## src/rtl/phy_irq_ctrl.sv

```systemverilog
module phy_irq_ctrl #(
  parameter int AW        = 5,
  parameter int DW        = 16,
  parameter int NSRC      = 2,
  parameter int MODE_ADDR = 17,
  parameter int FLAG_ADDR = 29,
  parameter int MASK_ADDR = 30,
  parameter int FIELD_LSB = 6,
  parameter int MODE_BIT  = 6
) (
  input  logic            clk,
  input  logic            rst_n,
  input  logic [NSRC-1:0] ev_status,
  input  logic [AW-1:0]   reg_addr,
  input  logic            reg_wr,
  input  logic            reg_rd,
  input  logic [DW-1:0]   reg_wdata,
  output logic [DW-1:0]   reg_rdata,
  output logic            irq_n
);
  localparam logic [AW-1:0] A_MODE = AW'(MODE_ADDR);
  localparam logic [AW-1:0] A_FLAG = AW'(FLAG_ADDR);
  localparam logic [AW-1:0] A_MASK = AW'(MASK_ADDR);

  logic [NSRC-1:0] prev, flag, mask;
  logic            alt_mode;

  wire [NSRC-1:0] rise    = ev_status & ~prev;
  wire [NSRC-1:0] fall    = ~ev_status & prev;
  wire            rd_flag = reg_rd && (reg_addr == A_FLAG);
  wire [NSRC-1:0] clr     = {NSRC{rd_flag}} | (alt_mode ? '0 : fall);

  always_ff @(posedge clk or negedge rst_n) begin
    if (!rst_n) begin
      prev     <= '0;
      flag     <= '0;
      mask     <= '0;
      alt_mode <= 1'b0;
    end else begin
      prev <= ev_status;
      flag <= rise | (flag & ~clr);
      if (reg_wr && reg_addr == A_MASK) mask <= reg_wdata[FIELD_LSB +: NSRC];
      if (reg_wr && reg_addr == A_MODE) alt_mode <= reg_wdata[MODE_BIT];
    end
  end

  always_comb begin
    reg_rdata = '0;
    case (reg_addr)
      A_FLAG:  reg_rdata[FIELD_LSB +: NSRC] = flag;
      A_MASK:  reg_rdata[FIELD_LSB +: NSRC] = mask;
      A_MODE:  reg_rdata[MODE_BIT] = alt_mode;
      default: reg_rdata = '0;
    endcase
  end

  assign irq_n = ~|(flag & mask);

  logic unused_wdata;
  assign unused_wdata = ^reg_wdata;

  for (genvar i = 0; i < NSRC; i++) begin : g_chk
    a_r2_rise_sets: assert property (@(posedge clk) disable iff (!rst_n)
      (ev_status[i] && !prev[i]) |=> flag[i]);
    a_r5_read_clears: assert property (@(posedge clk) disable iff (!rst_n)
      (rd_flag && !(ev_status[i] && !prev[i])) |=> !flag[i]);
    a_r4_fall_clears: assert property (@(posedge clk) disable iff (!rst_n)
      (!alt_mode && prev[i] && !ev_status[i]) |=> !flag[i]);
    a_r6_alt_holds: assert property (@(posedge clk) disable iff (!rst_n)
      (alt_mode && flag[i] && !rd_flag) |=> flag[i]);
    a_r3_line_low: assert property (@(posedge clk) disable iff (!rst_n)
      (flag[i] && mask[i] && !rd_flag && !(!alt_mode && prev[i] && !ev_status[i])
       && !(reg_wr && reg_addr == A_MASK)) |=> !irq_n);
  end
endmodule

```

## config.mk

```make
export PLATFORM = sky130hd
export DESIGN_NAME = phy_irq_ctrl
export DESIGN_NICKNAME = d
export VERILOG_FILES = /design/src/rtl/phy_irq_ctrl.sv
export SDC_FILE = /design/constraint.sdc
export NUM_CORES = 1
export LEC_CHECK = 0
export CAP_MARGIN = 10
export CORE_MARGIN = 4
export CORE_UTILIZATION = 29
export CTS_CLUSTER_SIZE = 8
export DETAILED_ROUTE_END_ITERATION = 8
export PLACE_DENSITY = 0.78
export SLEW_MARGIN = 20
export SYNTH_ARGS = -nofsm -noshare
export SYNTH_HDL_FRONTEND = slang
export SYNTH_SLANG_ARGS = --single-unit
export TNS_END_PERCENT = 30
```

## constraint.sdc

```tcl
create_clock -name clk -period 1.3 [get_ports clk]
set_input_delay 0.26 -clock clk [delete_from_list [all_inputs] [get_ports clk]]
set_output_delay 0.26 -clock clk [all_outputs]
set_load 0.05 [all_outputs]
```

==> summary.txt <==
Routing
  – Detail Route Antenna Nets: 0
  – DRT iter0 DRCs: 3
  – Drt drc: 0
  – DR top layer: met3
  – Via count of the routed design: 402
  – Via-per-instance ratio: 4.47
  – Met2 WL: 563 um
  – Drt wl/cell: 11.9 um
  – Final WL: 1070 um
  – WL met1: 396 um
  – First-pass detailed-route iteration total: 2
  – WL met3: 114 um

Floorplanning
  – Ports: 44
  – Row Count: 14
  – Core area: 1510 um2
  – Overall die width: 48.1 um
  – Starting density of the core: 30.9%
  – Chip height: 48.1 um
  – Die area: 2310 um2

Clock tree
  – Clock transition at path regs: 50 ps
  – Number of buffers created by CTS: 3
  – Post-CTS Hold Buffers: 0
  – CTS root buf: clkbuf_4
  – H-tree Lvls: 1
  – Max Buffers Root-to-Sink: 2
  – CTS tree: built
  – Clock Latency Late Sink: 250 ps
  – CTS sink count: 7

Synthesis
  – Netlist cell types: 19
  – Post-Syn Area: 465 um2
  – Syn Inst Count: 45
  – Synth Flop Type: dfrtp_1
  – Post-synthesis sequential area ratio: 37.6%
  – Asr flop ratio synth: 100%
  – Synth Register Bits: 7
  – Synth warn: 0
  – Synth Area per Inst: 10.3 um2
  – Post-synth EDFFs: 0

GRT
  – Largest net degree at the start of global routing: 8
  – Global Route Usage Sum: 9.96%
  – Vias in the first global route: 371
  – Grt total ovfl: 0
  – Antenna violations before repair: 0
  – First-pass GRT wire length: 1540 um

Power and ir drop
  – PwrDens: 1030 nW/um2
  – Static leakage: 0.354 nW
  – Max IR drop VDD: 0.756 mV
  – Total Power: 0.788 mW

Final layout
  – # nets final: 102
  – Most frequent cells in the layout: 14 x conb_1, 10 x buf_4, 7 x dfrtp_1, 7 x clkdlybuf4s50_1
  – Layout Cells excl Fill: 90
  – Antenna Cells: 0
  – Share of cells above drive strength 1: 43.2%
  – Fill count: 148
  – Area Growth Syn to Fin: 64.2%
  – Most common cell after layout, fill and taps aside: conb_1
  – Utilization after layout: 50.7%

Place
  – Cell count after placement: 82
  – Routability cong.: 0.720
  – HPWL Detailed: 843 um
  – Port-buffer cells: 15

STA
  – Final hold violation count: 0
  – Fin crit share: 114%
  – Hold_ws: 274 ps
  – Setup tns final: -420 ps
  – Final setup violation count: 5
  – Maximum clock frequency: 672 MHz
  – Fin. max-slew vios: 0
  – Final min period: 1490 ps
  – Clock skew: 4.59 ps
  – Post-route setup slack: -187 ps
  – RSZ-0062 raised after global routing: yes

Worst setup path
  – CP max stage cell: dfrtp_1
  – Critical path launch point type: register
  – Worst path top cell family by delay: flip-flops
  – Critical Path End Type: output port
  – Max incr delay on CP: 380 ps
  – CP max FO: 2
  – R2R depth: 3
  – R2R setup slack: 320 ps
  – Crit path buffers/inverters: 1
  – Setup CP Type: register to output port
  – Crit path required time: 1040 ps
  – WP data arrival: 1230 ps
  – Crit path cell chain: nor4b_4 > a221o_1 > buf_12
  – R2r endpoint: flag[1]$_DFF_PN0_
  – RR Startpoint: alt_mode$_DFFE_PN0P_

Job
  – Maxcap violations: 0

Outcome
  – Status: finished with violations
  – Failing checks: setup timing

Min path
  – Hold Crit Class: input pin to async pin
Yosys cell counts, types with 2 or more instances:
library cell | count | area [um2]
mux2_2 | 3 | 33.8
o31ai_1 | 2 | 15.0
o2bb2ai_1 | 2 | 17.5
inv_1 | 3 | 11.3
nor2_1 | 2 | 7.51
buf_4 | 14 | 105
dfrtp_1 | 7 | 175
worst reg2reg max path, stage by stage (launching register included):
cell and delay (ps):
dfrtp_1 380, buf_4 150, o31ai_1 240, o2bb2ai_1 90
worst max-delay path by stage:
stage	from	to	slack, ps	cells after the start
2_1_floorplan	reg_addr[1]	reg_rdata[6]	-150	3
3_3_place_gp	reg_addr[1]	reg_rdata[6]	-530	5
3_5_place_dp	reg_addr[1]	reg_rdata[6]	-540	5
4_1_cts	alt_mode$_DFFE_PN0P_	reg_rdata[6]	-200	3
5_1_grt	alt_mode$_DFFE_PN0P_	reg_rdata[6]	-260	3
6_report	alt_mode$_DFFE_PN0P_	reg_rdata[6]	-190	3
logic make-up (layout without fill, tap and decap cells):
group,Yosys count,in the layout,synth area share (%)
AOI/OAI and AO/OA,7,7,12.6
DFF,7,7,37.6
and+or+nand+nor,10,10,16.7
other,1,14,0.806
buffers and inverters,17,33,25.0
muxes,3,3,7.26
metal layers:
metal | up-vias | track usage, %
met5 | - | 0
met4 | 0 | 6.45
met3 | 0 | 1.88
met2 | 20 | 16.9
met1 | 193 | 11.3
li1 | 189 | -
timing repair:
action	in CTS	in global routing
gates resized for setup	26	3
pin swaps	9	2
setup buffers	3	1
setup endpoints to repair	6	6
flip-flops by register name (all words and copies together), names as in the netlist:
signal / count
alt_mode: 1
mask: 2
flag: 2
prev: 2
metrics by stage:
step                setup slack [ps]  cell area [um2]
CTS                             -203              741
detailed placement              -539              667
global route                    -259              764
global placement                -529              667
floorplan                       -155              519
finish                          -187              764
area by class of cell:
class                      instances  area (um2)  area share, %
timing repair buffer              26         254           33.2
inverter                           3        11.3           1.47
tap                               16        20.0           2.62
sequential                         7         175           22.9
multi-input combinational         34         278           36.3
clock buffer                       4        26.3           3.44
power by group:
group / total, mW / leakage (nW) / switching, mW / internal [mW]
registers: 0.274 / 0.0842 / 0.0256 / 0.248
clock network: 0.193 / 0.0150 / 0.0766 / 0.117
logic: 0.321 / 0.255 / 0.189 / 0.132
No activity file was read; power rests on OpenSTA's default activity.
